### src/rtl/bqc_pkg.sv
package bqc_pkg;

  localparam int          NUM_BRIDGES = 2;
  localparam int          IDX_MST     = 0;
  localparam int          IDX_SLV     = 1;

  localparam int          RD_W        = 32;
  localparam int          ADDR_W      = 8;
  localparam logic [7:0]  ADDR_MST    = 8'h00;
  localparam logic [7:0]  ADDR_SLV    = 8'h04;
  localparam logic [7:0]  ADDR_ID     = 8'h20;
  localparam logic [31:0] ID_WORD     = 32'h6272_6467;

  // bit positions inside a bridge word
  localparam int          B_STOP      = 0;
  localparam int          B_ACK       = 1;
  localparam int          B_EMPTY     = 2;
  localparam int          B_FULL      = 3;

  typedef enum logic [4:0] {
    ST_IDLE,
    ST_UP_CLK1,
    ST_UP_WARM,
    ST_UP_REL,
    ST_UP_CLK2,
    ST_UP_OPM,
    ST_UP_WM,
    ST_UP_OPS,
    ST_UP_WS,
    ST_RB_CLM,
    ST_RB_WM,
    ST_FL_CLK,
    ST_FL_RST,
    ST_DN_CLS,
    ST_DN_WS,
    ST_DN_CLM,
    ST_DN_WM,
    ST_RB_OPS,
    ST_RB_WS,
    ST_DN_CLK,
    ST_DN_RST
  } seq_state_t;

endpackage

### src/rtl/bqc_bridge_port.sv
module bqc_bridge_port
  import bqc_pkg::*;
#(
  parameter int WORD_W = RD_W
) (
  input  logic              clk,
  input  logic              rst,
  input  logic              open_i,
  input  logic              close_i,
  input  logic              ack_i,
  input  logic              empty_i,
  input  logic              full_i,
  output logic              stop_o,
  output logic [WORD_W-1:0] word_o
);

  logic stop_q;

  always_ff @(posedge clk) begin
    if (rst)          stop_q <= 1'b1;
    else if (close_i) stop_q <= 1'b1;
    else if (open_i)  stop_q <= 1'b0;
  end

  assign stop_o = stop_q;

  always_comb begin
    word_o          = '0;
    word_o[B_STOP]  = stop_q;
    word_o[B_ACK]   = ack_i;
    word_o[B_EMPTY] = empty_i;
    word_o[B_FULL]  = full_i;
  end

endmodule

### src/rtl/bqc_regview.sv
module bqc_regview
  import bqc_pkg::*;
#(
  parameter int AW = ADDR_W,
  parameter int DW = RD_W
) (
  input  logic          clk,
  input  logic          rst,
  input  logic [AW-1:0] addr_i,
  input  logic [DW-1:0] mst_word_i,
  input  logic [DW-1:0] slv_word_i,
  output logic [DW-1:0] rdata_o
);

  logic [DW-1:0] sel;

  always_comb begin
    case (addr_i)
      AW'(ADDR_MST): sel = mst_word_i;
      AW'(ADDR_SLV): sel = slv_word_i;
      AW'(ADDR_ID):  sel = DW'(ID_WORD);
      default:       sel = '0;
    endcase
  end

  always_ff @(posedge clk) begin
    if (rst) rdata_o <= '0;
    else     rdata_o <= sel;
  end

endmodule

### src/rtl/bqc_seq.sv
module bqc_seq
  import bqc_pkg::*;
#(
  parameter int CYC_PER_US = 200
) (
  input  logic clk,
  input  logic rst,
  input  logic cmd_en_i,
  input  logic cmd_dis_i,
  input  logic cmd_rst_i,
  input  logic parent_on_i,
  input  logic ack_m_i,
  input  logic ack_s_i,
  input  logic stop_m_i,
  input  logic stop_s_i,
  output logic open_m_o,
  output logic close_m_o,
  output logic open_s_o,
  output logic close_s_o,
  output logic clk_en_o,
  output logic rst_n_o,
  output logic busy_o,
  output logic done_o,
  output logic fail_o
);

  localparam int WARM    = (CYC_PER_US > 32) ? CYC_PER_US : 32;
  localparam int TMO     = (CYC_PER_US > 0) ? CYC_PER_US : 1;
  localparam int CNT_MAX = (WARM > TMO) ? WARM : TMO;
  localparam int CW      = $clog2(CNT_MAX + 1);

  seq_state_t    st_q;
  logic [CW-1:0] cnt_q;
  logic          busy_q, done_q, fail_q, clk_q, rstn_q, chain_q;
  logic          any_cmd, multi_cmd, ack_sel, w_ok, w_to;
  logic [1:0]    n_cmd;

  assign n_cmd     = {1'b0, cmd_en_i} + {1'b0, cmd_dis_i} + {1'b0, cmd_rst_i};
  assign any_cmd   = (n_cmd != 2'd0);
  assign multi_cmd = (n_cmd > 2'd1);

  assign ack_sel = (st_q == ST_UP_WM || st_q == ST_RB_WM || st_q == ST_DN_WM)
                 ? ack_m_i : ack_s_i;
  assign w_ok    = !ack_sel;
  assign w_to    = (cnt_q == CW'(TMO - 1));

  assign open_m_o  = (st_q == ST_UP_OPM);
  assign open_s_o  = (st_q == ST_UP_OPS) || (st_q == ST_RB_OPS);
  assign close_m_o = (st_q == ST_RB_CLM) || (st_q == ST_DN_CLM);
  assign close_s_o = (st_q == ST_DN_CLS);

  always_ff @(posedge clk) begin
    if (rst) begin
      st_q    <= ST_IDLE;
      cnt_q   <= '0;
      busy_q  <= 1'b0;
      done_q  <= 1'b0;
      fail_q  <= 1'b0;
      clk_q   <= 1'b0;
      rstn_q  <= 1'b0;
      chain_q <= 1'b0;
    end else begin
      done_q <= 1'b0;
      fail_q <= 1'b0;
      if (busy_q && any_cmd) fail_q <= 1'b1;
      case (st_q)
        ST_IDLE: begin
          if (any_cmd) begin
            if (multi_cmd || (cmd_rst_i && !parent_on_i)) begin
              fail_q <= 1'b1;
            end else begin
              busy_q  <= 1'b1;
              chain_q <= cmd_rst_i;
              st_q    <= cmd_en_i ? ST_UP_CLK1 : ST_DN_CLS;
            end
          end
        end
        ST_UP_CLK1: begin
          clk_q <= 1'b1;
          cnt_q <= '0;
          st_q  <= ST_UP_WARM;
        end
        ST_UP_WARM: begin
          if (cnt_q == CW'(WARM - 1)) begin
            clk_q <= 1'b0;
            st_q  <= ST_UP_REL;
          end else begin
            cnt_q <= cnt_q + 1'b1;
          end
        end
        ST_UP_REL: begin
          rstn_q <= 1'b1;
          st_q   <= ST_UP_CLK2;
        end
        ST_UP_CLK2: begin
          clk_q <= 1'b1;
          st_q  <= ST_UP_OPM;
        end
        ST_UP_OPM: begin
          cnt_q <= '0;
          st_q  <= ST_UP_WM;
        end
        ST_UP_WM: begin
          if (w_ok)      st_q  <= ST_UP_OPS;
          else if (w_to) st_q  <= ST_FL_CLK;
          else           cnt_q <= cnt_q + 1'b1;
        end
        ST_UP_OPS: begin
          cnt_q <= '0;
          st_q  <= ST_UP_WS;
        end
        ST_UP_WS: begin
          if (w_ok) begin
            st_q    <= ST_IDLE;
            busy_q  <= 1'b0;
            done_q  <= 1'b1;
            chain_q <= 1'b0;
          end else if (w_to) begin
            st_q <= ST_RB_CLM;
          end else begin
            cnt_q <= cnt_q + 1'b1;
          end
        end
        ST_RB_CLM: begin
          cnt_q <= '0;
          st_q  <= ST_RB_WM;
        end
        ST_RB_WM: begin
          if (w_ok || w_to) st_q  <= ST_FL_CLK;
          else              cnt_q <= cnt_q + 1'b1;
        end
        ST_FL_CLK: begin
          clk_q <= 1'b0;
          st_q  <= ST_FL_RST;
        end
        ST_FL_RST: begin
          rstn_q  <= 1'b0;
          st_q    <= ST_IDLE;
          busy_q  <= 1'b0;
          fail_q  <= 1'b1;
          chain_q <= 1'b0;
        end
        ST_DN_CLS: begin
          cnt_q <= '0;
          st_q  <= ST_DN_WS;
        end
        ST_DN_WS: begin
          if (w_ok) begin
            st_q <= ST_DN_CLM;
          end else if (w_to) begin
            st_q    <= ST_IDLE;
            busy_q  <= 1'b0;
            fail_q  <= 1'b1;
            chain_q <= 1'b0;
          end else begin
            cnt_q <= cnt_q + 1'b1;
          end
        end
        ST_DN_CLM: begin
          cnt_q <= '0;
          st_q  <= ST_DN_WM;
        end
        ST_DN_WM: begin
          if (w_ok)      st_q  <= ST_DN_CLK;
          else if (w_to) st_q  <= ST_RB_OPS;
          else           cnt_q <= cnt_q + 1'b1;
        end
        ST_RB_OPS: begin
          cnt_q <= '0;
          st_q  <= ST_RB_WS;
        end
        ST_RB_WS: begin
          if (w_ok || w_to) begin
            st_q    <= ST_IDLE;
            busy_q  <= 1'b0;
            fail_q  <= 1'b1;
            chain_q <= 1'b0;
          end else begin
            cnt_q <= cnt_q + 1'b1;
          end
        end
        ST_DN_CLK: begin
          clk_q <= 1'b0;
          st_q  <= ST_DN_RST;
        end
        ST_DN_RST: begin
          rstn_q <= 1'b0;
          if (chain_q) begin
            chain_q <= 1'b0;
            st_q    <= ST_UP_CLK1;
          end else begin
            st_q   <= ST_IDLE;
            busy_q <= 1'b0;
            done_q <= 1'b1;
          end
        end
        default: st_q <= ST_IDLE;
      endcase
    end
  end

  assign clk_en_o = clk_q;
  assign rst_n_o  = rstn_q;
  assign busy_o   = busy_q;
  assign done_o   = done_q;
  assign fail_o   = fail_q;

  AST_RST_ONLY_CLK_OFF: assert property (@(posedge clk) disable iff (rst)
    !$stable(rstn_q) |-> !clk_q);

  AST_OPEN_NEEDS_CLK: assert property (@(posedge clk) disable iff (rst)
    ($fell(stop_m_i) || $fell(stop_s_i)) |-> (clk_q && rstn_q));

  AST_IDLE_QUIET: assert property (@(posedge clk) disable iff (rst)
    !busy_q |=> ($stable(clk_q) && $stable(rstn_q) && $stable(stop_m_i) && $stable(stop_s_i)));

  AST_BUSY_REFUSE: assert property (@(posedge clk) disable iff (rst)
    (busy_q && (cmd_en_i || cmd_dis_i || cmd_rst_i)) |=> fail_q);

  AST_DONE_SETTLED: assert property (@(posedge clk) disable iff (rst)
    done_q |-> ((clk_q && rstn_q && !stop_m_i && !stop_s_i) ||
                (!clk_q && !rstn_q && stop_m_i && stop_s_i)));

endmodule

### src/rtl/bridge_quiesce_ctrl.sv
module bridge_quiesce_ctrl
  import bqc_pkg::*;
#(
  parameter int CYC_PER_US = 200
) (
  input  logic        clk,
  input  logic        rst,
  input  logic        cmd_enable,
  input  logic        cmd_disable,
  input  logic        cmd_reset,
  input  logic        parent_on,
  output logic        busy,
  output logic        done,
  output logic        fail,
  output logic        blk_clk_en,
  output logic        blk_rst_n,
  output logic        mst_stop_req,
  input  logic        mst_ack,
  input  logic        mst_empty,
  input  logic        mst_full,
  output logic        slv_stop_req,
  input  logic        slv_ack,
  input  logic        slv_empty,
  input  logic        slv_full,
  input  logic [7:0]  reg_addr,
  output logic [31:0] reg_rdata
);

  logic [NUM_BRIDGES-1:0] br_open, br_close, br_ack, br_empty, br_full, br_stop;
  logic [RD_W-1:0]        br_word [NUM_BRIDGES];

  assign br_ack   = {slv_ack, mst_ack};
  assign br_empty = {slv_empty, mst_empty};
  assign br_full  = {slv_full, mst_full};

  generate
    for (genvar g = 0; g < NUM_BRIDGES; g++) begin : g_br
      bqc_bridge_port #(.WORD_W(RD_W)) u_port (
        .clk     (clk),
        .rst     (rst),
        .open_i  (br_open[g]),
        .close_i (br_close[g]),
        .ack_i   (br_ack[g]),
        .empty_i (br_empty[g]),
        .full_i  (br_full[g]),
        .stop_o  (br_stop[g]),
        .word_o  (br_word[g])
      );
    end
  endgenerate

  bqc_seq #(.CYC_PER_US(CYC_PER_US)) u_seq (
    .clk         (clk),
    .rst         (rst),
    .cmd_en_i    (cmd_enable),
    .cmd_dis_i   (cmd_disable),
    .cmd_rst_i   (cmd_reset),
    .parent_on_i (parent_on),
    .ack_m_i     (mst_ack),
    .ack_s_i     (slv_ack),
    .stop_m_i    (br_stop[IDX_MST]),
    .stop_s_i    (br_stop[IDX_SLV]),
    .open_m_o    (br_open[IDX_MST]),
    .close_m_o   (br_close[IDX_MST]),
    .open_s_o    (br_open[IDX_SLV]),
    .close_s_o   (br_close[IDX_SLV]),
    .clk_en_o    (blk_clk_en),
    .rst_n_o     (blk_rst_n),
    .busy_o      (busy),
    .done_o      (done),
    .fail_o      (fail)
  );

  bqc_regview #(.AW(ADDR_W), .DW(RD_W)) u_regs (
    .clk        (clk),
    .rst        (rst),
    .addr_i     (reg_addr),
    .mst_word_i (br_word[IDX_MST]),
    .slv_word_i (br_word[IDX_SLV]),
    .rdata_o    (reg_rdata)
  );

  assign mst_stop_req = br_stop[IDX_MST];
  assign slv_stop_req = br_stop[IDX_SLV];

endmodule

### config.mk
export PLATFORM = sky130hd
export DESIGN_NAME = bridge_quiesce_ctrl
export DESIGN_NICKNAME = d
export VERILOG_FILES = /design/src/rtl/bqc_pkg.sv /design/src/rtl/bqc_bridge_port.sv /design/src/rtl/bqc_regview.sv /design/src/rtl/bqc_seq.sv /design/src/rtl/bridge_quiesce_ctrl.sv
export SDC_FILE = /design/constraint.sdc
export NUM_CORES = 1
export LEC_CHECK = 0
export BUFFER_PORTS_ARGS = -buffer_cell sky130_fd_sc_hd__buf_2
export CORE_ASPECT_RATIO = 1.5
export CORE_MARGIN = 8
export CORE_UTILIZATION = 50
export DETAILED_ROUTE_END_ITERATION = 12
export MAX_ROUTING_LAYER = met4
export PLACE_DENSITY = 0.8
export SYNTH_ARGS = -nofsm -noshare
export SYNTH_HDL_FRONTEND = slang
export SYNTH_SLANG_ARGS = --single-unit
### constraint.sdc
create_clock -name clk -period 4 [get_ports clk]
set_clock_uncertainty 0.05 [all_clocks]
set_input_delay 0.2 -clock clk [delete_from_list [all_inputs] [get_ports clk]]
set_output_delay 0.2 -clock clk [all_outputs]
set_load 0.1 [all_outputs]
## After elaboration in Yosys (flattened, before gate mapping)

Cells that the tools add are included.

| cells by class | value |
|---|---|
| add/sub/neg operators | 3 |
| multipliers | 0 |
| div/mod/pow operators | 0 |
| order comparisons | 1 |
| equality and inequality tests | 38 |
| shifts and indexed selects | 0 |
| multiplexer cells | 45 |
| bitwise gates (word level) | 0 |
| reductions and logical operators | 31 |

Operators by type and width:

| kind | count |
|---|---|
| $pmux W5 S20 | 1 |
| $pmux W31 S3 | 1 |
| $mux W5 | 13 |
| $eq A5 B4 Y1 const B | 8 |
| $pmux W8 S4 | 1 |
| $eq A5 B5 Y1 const B | 5 |
| $mux W8 | 3 |
| $eq A5 B3 Y1 const B | 4 |
| $mux W1 | 19 |
| $ne A2 B1 Y1 const B | 6 |
| $ne A3 B3 Y1 const B | 4 |
| $reduce_or A2 Y1 | 6 |
| $eq A5 B2 Y1 const B | 2 |
| $ne A2 B2 Y1 const B | 5 |
| $reduce_and A9 Y1 | 1 |
| $add A8 B1 Y8 const B | 1 |
| $eq A8 B3 Y1 const B | 1 |
| $eq A8 B6 Y1 const B | 1 |
| $eq A8 B8 Y1 const B | 1 |
| $logic_not A8 Y1 | 1 |
| $reduce_and A8 Y1 | 1 |
| $reduce_and A7 Y1 | 1 |
| $reduce_or A7 Y1 | 1 |
| $logic_or A1 B1 Y1 | 6 |
| other kinds (21) | 25 |

| word-level totals | value |
|---|---|
| register bits after elaboration | 53 |
| latch bits | 0 |
| bits in writable memories | 0 |
| ROM bits | 0 |
| logic and storage cells | 129 |
| memories | 0 |

## Logic depth before layout (Yosys ltp)

Gate-level depths: netlist of the first run.

| depth | value |
|---|---|
| depth in word-level cells | 8 |
| mapped depth | 8 |
| gate-level depth less buffers | 7 |

## Hierarchy

A second synthesis of the first run with hierarchy kept.

| unflattened totals | value |
|---|---|
| cells, all modules | 438 |
| area, all modules | 3753.6 um2 |

By module, submodules not included:

| module | instances | cells an instance | area an instance (um2) | sequential area each (um2) |
|---|---|---|---|---|
| bqc_seq | 1 | 234 | 1665.3 | 380.4 |
| bqc_regview | 1 | 130 | 1535.2 | 640.6 |
| bqc_bridge_port | 2 | 37 | 276.5 | 20.0 |

## Worst setup path after synthesis of the first run

No wires, ideal clock.

| timing | value |
|---|---|
| path kind | flip-flop to flip-flop |
| from | register u_seq.st_q[3] |
| to | register u_seq.cnt_q[7] |
| data arrival time | 2194 ps |
| path slack | 1621 ps |
| stages on the path, launching flop included | 9 |
| cells stage by stage | dfxtp_1 buf_2 or4bb_1 a31oi_2 mux2i_1 a211o_1 buf_2 o311ai_0 o41ai_1 |

| on the way | value |
|---|---|
| word-level cells in the longest chain between the ends | 8 |
| elaborated cells between the ends (all ways) | 27 |

Ends and longest elaborated chain:

| element | line | RTL |
|---|---|---|
| start: declaration | bqc_seq.sv:32 | `seq_state_t st_q;` |
| start signal: assignment | bqc_seq.sv:74 | `st_q <= cmd_en_i ? ST_UP_CLK1 : ST_DN_CLS;` |
| $eq A5 B3 Y1 or $eq A5 B4 Y1 (tied branches) | bqc_seq.sv:42, bqc_seq.sv:66 |  |
| $logic_or A1 B1 Y1 (2 in a row) | bqc_seq.sv:42 | `assign ack_sel = (st_q == ST_UP_WM \|\| st_q == ST_RB_WM \|\| st_q == ST_DN_WM)` |
| $mux W1 | bqc_seq.sv:43 | `? ack_m_i : ack_s_i;` |
| $logic_not A1 Y1 | bqc_seq.sv:44 | `assign w_ok = !ack_sel;` |
| $logic_or A1 B1 Y1 | bqc_seq.sv:129, bqc_seq.sv:173 |  |
| $ne A2 B2 Y1 (no line) | -- |  |
| $reduce_and A3 Y1 (no line) | -- |  |
| end signal: assignment | bqc_seq.sv:130 | `else cnt_q <= cnt_q + 1'b1;` |
| end signal: assignment | bqc_seq.sv:166 | `else cnt_q <= cnt_q + 1'b1;` |
| end signal: assignment | bqc_seq.sv:179 | `cnt_q <= cnt_q + 1'b1;` |
| end: declaration | bqc_seq.sv:33 | `logic [CW-1:0] cnt_q;` |

Several ways; a longest one is shown, not always the timed one.
A chain may end at the register's enable or synchronous reset.

## Final worst setup path of the first run

| timing | value |
|---|---|
| from | register u_seq.st_q[2] |
| to | register u_seq.cnt_q[6] |

The elaborated chain is that of the path after synthesis.

==> results of run 1 <==
## flip-flops by register name (all words and copies together), names as in the netlist
name and cells:
u_seq.rst_n_o 1, u_regs.rdata_o 5, u_seq.busy_o 1, u_seq.st_q 5, u_seq.cnt_q 8, u_seq.done_o 1, u_seq.fail_o 1, u_seq.chain_q 1
g_br.u_port.stop_o 2, u_seq.clk_en_o 1
## power by group through the flow
stage                     logic (mW)  clock network, mW  registers (mW)
after floorplan                0.591                  0           0.525
after global placement         0.826                  0           0.409
after detailed placement       0.833                  0           0.411
after CTS                      0.836              0.154           0.407
after global routing           0.901              0.165           0.423
final                          0.840              0.150           0.411
## through the flow
stage	setup WS, ps	hold slack [ps]	power, mW	instance area [µm²]	util (%)
floorplan	1621	229.3	1.116	1939	-
global placement	1091	408.1	1.235	1953	53.53
detailed placement	1033	417.5	1.244	1953	53.53
CTS	959.6	117.4	1.398	1994	54.66
global route	761.4	127.4	1.489	1994	54.66
finish	943.0	124.0	1.401	1994	54.66
## layout make-up
cell class	count	area, µm²
well taps	43	53.80
fillers	358	1654
repair buffers	43	217.7
clock buffers	3	41.29
multi-input cells	185	1135
flip-flops and latches	26	520.5
inverters	7	26.28
## worst max-delay path by stage
stage,endpoint,slack [ps],cells past startpoint
after floorplan,u_seq.cnt_q[7],1620,8
after global placement,u_seq.cnt_q[5],1090,6
after detailed placement,u_seq.cnt_q[5],1030,6
after CTS,u_seq.cnt_q[5],960,6
after global routing,u_seq.cnt_q[6],760,6
final,u_seq.cnt_q[6],940,6
## cells by family after synthesis
family	Yosys count	share of synthesized area, %
buf+inv	48	15.08
other cells	1	0.1991
xor+xnor	3	1.396
simple gates	92	26.58
mux	8	4.253
compound gates	64	23.12
fa+ha+maj	2	1.728
flops	26	27.64
## synth_stat cells, drive strengths merged, types with 2 or more instances
library cell / count / area share, %
nor2b: 7 / 2.3
nor3: 10 / 2.7
dfxtp: 26 / 28
nor4: 3 / 1.0
o21bai: 4 / 1.6
inv: 7 / 1.4
o31ai: 3 / 1.2
nor2: 21 / 4.2
a21oi: 15 / 4.0
a211oi: 2 / 0.80
a311o: 2 / 1.1
or3: 3 / 1.0
and3: 2 / 0.66
nand3: 8 / 2.1
a2bb2oi: 2 / 0.93
o211ai: 6 / 2.4
mux2i: 8 / 4.3
nand2b: 9 / 3.0
or4bb: 2 / 1.2
clkbuf: 10 / 2.0
or4: 5 / 2.0
nand2: 13 / 2.6
a31oi: 6 / 2.3
nand3b: 3 / 1.2
buf: 31 / 12
xor2: 2 / 0.93
o21ai: 11 / 2.9
nor3b: 2 / 0.80
or4b: 2 / 1.1
## per-layer routing
metal	wire length [µm]	vias up	share of wire, %	global-route usage [%]
li1	-	886	-	-
met1	1812	853	39	16.87
met2	2344	78	51	25.38
met3	396	9	8.5	3.198
met4	84	0	1.8	6.619
met5	0	-	0	-
## worst reg2reg max path: stages, from the launching register on
cell and delay, ps:
dfxtp_1 790, or4bb_1 580, a31oi_2 220, mux2i_1 200, a211o_1 460, or4_1 550
a21oi_1 140
==> summary.md, run 1 <==
| Metric | Value |
|---|---|
| Outcome | `completed` |
| DP HPWL | `between 3000 and 4000 µm` |
| Static leakage | `0.8342 nW` |
| Largest net degree at the start of global routing | `26` |
| Maximum VDD drop | `0.5708 mV` |
| Non-Filler Instances | `around 310` |
| Final ANT Viol Nets | `0` |
| Part of the power in the clock network | `10.7%` |
| Total grt overflow | `0` |
| Fmax | `approximately 330 MHz` |
| WP data required | `~4200 ps` |
| Chip height | `91.16 µm` |
| Sw power | `761.8 µW` |
| Worst-Margin Slew | `950.5 ps` |
| Synth Flop Type | `dfxtp_1` |
| R2R setup slack | `940 ps` |
| Total CTS buffers | `3` |
| TritonCTS Sinks | `26` |
| DRT Wirelength | `around 4600 µm` |
| H-Tree Depth | `1` |
| Global-route wire length before repair | `7417 µm` |
| Max_slew headroom | `approximately 36%` |
| Seq/Total Area, Yosys | `27.64%` |
| Worst path bufs/invs | `0` |
| Final setup fails | `0` |
| Hold Crit Start | `reg_addr[5]` |
| Reg power frac | `29.3%` |
| # DRC | `0` |
| Reg2Reg Capture Point | `u_seq.cnt_q[6]` |
| Syn Std Cell Area | `about 1900 µm²` |
| Placed Cells incl. Taps | `304` |
| Vias in the first global route | `1636` |
| Num ports | `59` |
| Setup TNS | `0 ps` |
| Horiz. Die Dim | `66.11 µm` |
| Net Sw Frac | `54.37%` |
| Max Cap Viol | `0` |
| Die area | `6026 µm²` |
| CP peak stage delay | `790 ps` |
| All-layer global routing usage | `15.29%` |
| Critical Path AT | `about 3200 ps` |
| Critical path class | `register to register` |
| R2r worst-path depth | `6` |
| Synthesis-stage register bit count | `26` |
| CP startpoint | `u_seq.st_q[2]` |
| Worst setup SP type | `register` |
| Rows | `27` |
| Layout area overhead | `5.913%` |
| Cells after Synth | `244` |
| EDFF count, synth | `0` |
| Critical Path Fanout Max | `25` |
| Pwr Density | `about 700 nW/µm²` |
| Final hold vios | `0` |
| Slew Limit Fails | `0` |
| CTS tree | `done` |
| Post-CTS Hold Buffers | `0` |
| Starting Density | `between 50% and 60%` |
| Initial antenna violation count | `0` |
| Crit path max-delay cell type | `dfxtp_1` |
| Synth warn | `0` |
| RSZ-0062 raised after global routing | `false` |
| Most frequent cells in the layout | `42 x buf_2, 26 x dfxtp_1, 21 x nor2_1` |
| Vias per cell | `5.948` |
| Commonest non-fill, non-tap cell in the layout | `buf_2` |
| Clk buf depth | `2` |
| Crit path capture type | `register` |
| Clk Latency, worst-skew pair | `270 ps` |
| Crit path time final | `3057 ps` |
| Root buf cell | `clkbuf_8` |
| Synth unique cells | `52` |
| Number of port buffers | `42` |
| Async S/R FF share, synth | `0%` |
| Reg2reg start | `u_seq.st_q[2]` |
| Int Power | `around 640 µW` |
| Share of cells above drive strength 1 | `18.56%` |
| Drt pass-1 iters | `4` |
| Total number of vias | `1826` |
| Nets | `roughly 290` |
| Starting DRT DRC Count | `125` |
| Final antenna diode count | `0` |
| Comb power frac | `60.0%` |
| Crit path cell chain | `or4bb_1 > a31oi_2 > mux2i_1 > a211o_1 > or4_1 > a21oi_1` |
| Post-CTS setup buffers | `0` |
| Clock transition at the registers of the reported paths | `90 ps` |
| CTS resizes | `0` |
| Final period utilization | `76.42%` |
| Core area | `3649 µm²` |
| Avg WL per Cell | `15.10 µm` |
| Worst Hold Depth | `2` |
| HP Class | `primary input to register` |
| Hold Path End | `u_regs.rdata_o[3]` |
| Gpl congestion | `0.8857` |
| Top Family by Delay on Critical Path | `simple AND/OR/NAND/NOR gates` |
| Synth Area per Inst | `7.717 µm²` |
No activity file was read; power rests on OpenSTA's default activity.
==> inputs of run 2 (changes only) <==
Clock period 4 ns to 3.1 ns, I/O delays scaled along.
==> summary.md, run 2 (same netlist as run 1, synthesis figures left out) <==
| Metric | Value |
|---|---|
| Outcome | `completed` |
| Int Power | `901.6 µW (+41%)` |
| Final setup fails | `0 (unchanged)` |
| TritonCTS Sinks | `26 (unchanged)` |
| Clock transition at the registers of the reported paths | `90 ps (about the same)` |
| Worst-Margin Slew | `538.5 ps (-412.0 ps)` |
| Die area | `6026 µm² (unchanged)` |
| Worst setup margin | `503.3 ps (-439.7 ps)` |
| Max_slew headroom | `63.93% (+28 points)` |
| Setup TNS | `0 ps (unchanged)` |
| Share of cells above drive strength 1 | `21.25% (+2.7 points)` |
| Avg WL per Cell | `15.82 µm (+4.7%)` |
| WP data required | `3270 ps (-890 ps)` |
| Crit path depth | `6 (unchanged)` |
| Top Family by Delay on Critical Path | `simple AND/OR/NAND/NOR gates` |
| Drt pass-1 iters | `6 (+2)` |
| Final antenna diode count | `0 (unchanged)` |
| Worst setup SP type | `register` |
| Number of port buffers | `42 (unchanged)` |
| Maximum VDD drop | `0.8642 mV (+51%)` |
| Sw power | `1.031 mW (+35%)` |
| Worst path bufs/invs | `0 (unchanged)` |
| Post-CTS setup buffers | `0 (unchanged)` |
| Post-CTS Hold Buffers | `0 (unchanged)` |
| Starting Density | `51.61% (unchanged)` |
| Gpl congestion | `0.9140 (+3.2%)` |
| Commonest non-fill, non-tap cell in the layout | `buf_2` |
| Comb power frac | `63.6% (+3.6 points)` |
| Pwr Density | `934.3 nW/µm² (+33%)` |
| Layout area overhead | `9.834%` |
| Global-route wire length before repair | `7928 µm (+6.9%)` |
| Num ports | `59 (unchanged)` |
| Total power | `1.932 mW (+38%)` |
| Non-Filler Instances | `316 (+2.9%)` |
| # DRC | `0 (unchanged)` |
| Chip height | `91.16 µm (unchanged)` |
| Pre-CTS setup slack | `588.0 ps (-445.0 ps)` |
| Nets | `296 (+2.8%)` |
| Total CTS buffers | `3 (unchanged)` |
| Root buf cell | `clkbuf_8` |
| Slew Limit Fails | `0 (unchanged)` |
| Most frequent cells in the layout | `42 x buf_2, 26 x dfxtp_1, 21 x nor2_1` |
| Starting DRT DRC Count | `107 (-14%)` |
| Critical Path AT | `2760 ps (-450 ps)` |
| Clk Latency, worst-skew pair | `280 ps (about the same)` |
| Total number of vias | `1927 (+5.5%)` |
| Placed Cells incl. Taps | `312 (+2.6%)` |
| Clk buf depth | `2 (unchanged)` |
| Reg power frac | `24.6% (-4.7 points)` |
| Crit path time final | `2597 ps (-460.3 ps)` |
| R2r worst-path depth | `6 (unchanged)` |
| DRT Wirelength | `4999 µm (+7.8%)` |
| Static leakage | `0.8820 nW (+5.7%)` |
| HP Class | `primary input to register` |
| Vias in the first global route | `1695 (+3.6%)` |
| Final period utilization | `83.76% (+7.3 points)` |
| Worst Hold Depth | `2 (unchanged)` |
| Total grt overflow | `0 (unchanged)` |
| Crit path cell chain | `or4b_1 > a31oi_2 > mux2i_1 > a211o_1 > or4_1 > a21oi_1` |
| Regs by FF count | `u_seq.cnt_q (8), u_regs.rdata_o (5), u_seq.st_q (5)` |
| Core area | `3649 µm² (unchanged)` |
| Horiz. Die Dim | `66.11 µm (unchanged)` |
| RSZ-0062 raised after global routing | `false` |
| Final ANT Viol Nets | `0 (unchanged)` |
| Max reg flops | `8 (unchanged)` |
| CP peak stage delay | `550 ps (-240 ps)` |
| Critical Path Fanout Max | `15 (-40%)` |
| H-Tree Depth | `1 (unchanged)` |
| CTS resizes | `0 (unchanged)` |
| Crit path max-delay cell type | `or4_1` |
| Final hold vios | `0 (unchanged)` |
| Part of the power in the clock network | `11.8% (+1.1 points)` |
| DP HPWL | `3700 µm (+7.8%)` |
| Critical path class | `register to register` |
| Net Sw Frac | `53.34% (-1.0 points)` |
| Most flops, register | `u_seq.cnt_q` |
| Fmax | `385.1 MHz (+18%)` |
| Initial antenna violation count | `0 (unchanged)` |
| CTS tree | `done` |
| Crit path capture type | `register` |
| Largest net degree at the start of global routing | `21 (-19%)` |
| All-layer global routing usage | `16.36% (+1.1 points)` |
| Vias per cell | `6.098 (+2.5%)` |
| Max Cap Viol | `0 (unchanged)` |
| Rows | `27 (unchanged)` |
==> run 2: cell count changes in the layout (fill, tap and decap cells not counted) <==
cell,delta
buf_4,+8
clkbuf_8,+1
==> run 2: layer usage <==
layer | up-vias | track usage, % | part of all wire [%]
li1 | 904 | - | -
met1 | 903 | 17.07 | 38
met2 | 103 | 27.49 | 49
met3 | 17 | 3.198 | 9.7
met4 | 0 | 9.123 | 3.4
met5 | - | - | 0
==> run 2: final timing paths <==
check / startpoint / to / slack (ps)
hold / removal: reg_addr[5] / u_regs.rdata_o[3] / 70
setup reg to reg: u_seq.st_q[4] / u_seq.cnt_q[5] / 500
hold reg to reg: u_seq.busy_o / u_seq.busy_o / 460
setup / recovery: u_seq.st_q[4] / u_seq.cnt_q[5] / 500
==> run 2: stage by stage <==
stage	hold slack, ps	utilization [%]	instance area (µm²)
2_1_floorplan	184.3	-	1939
3_3_place_gp	361.4	55.18	2013
3_5_place_dp	373.4	55.18	2013
4_1_cts	72.89	56.69	2068
5_1_grt	87.32	56.69	2068
6_report	73.52	56.69	2068
==> run 2: cell type report <==
| cell class | instances | area [µm²] |
|---|---|---|
| tap | 43 | 53.80 |
| inverter | 7 | 26.28 |
| clock buffer | 4 | 55.05 |
| timing repair buffer | 51 | 277.8 |
| sequential | 26 | 520.5 |
| fill | 353 | 1580 |
| multi-input combinational | 185 | 1135 |
==> run 2: power by group through the flow <==
| stage | registers, mW | logic, mW | clock network (mW) |
|---|---|---|---|
| final | 0.476 | 1.23 | 0.228 |
| after global placement | 0.474 | 1.19 | 0 |
| after CTS | 0.472 | 1.21 | 0.231 |
| after global routing | 0.484 | 1.31 | 0.241 |
| after detailed placement | 0.479 | 1.20 | 0 |
| after floorplan | 0.677 | 0.763 | 0 |
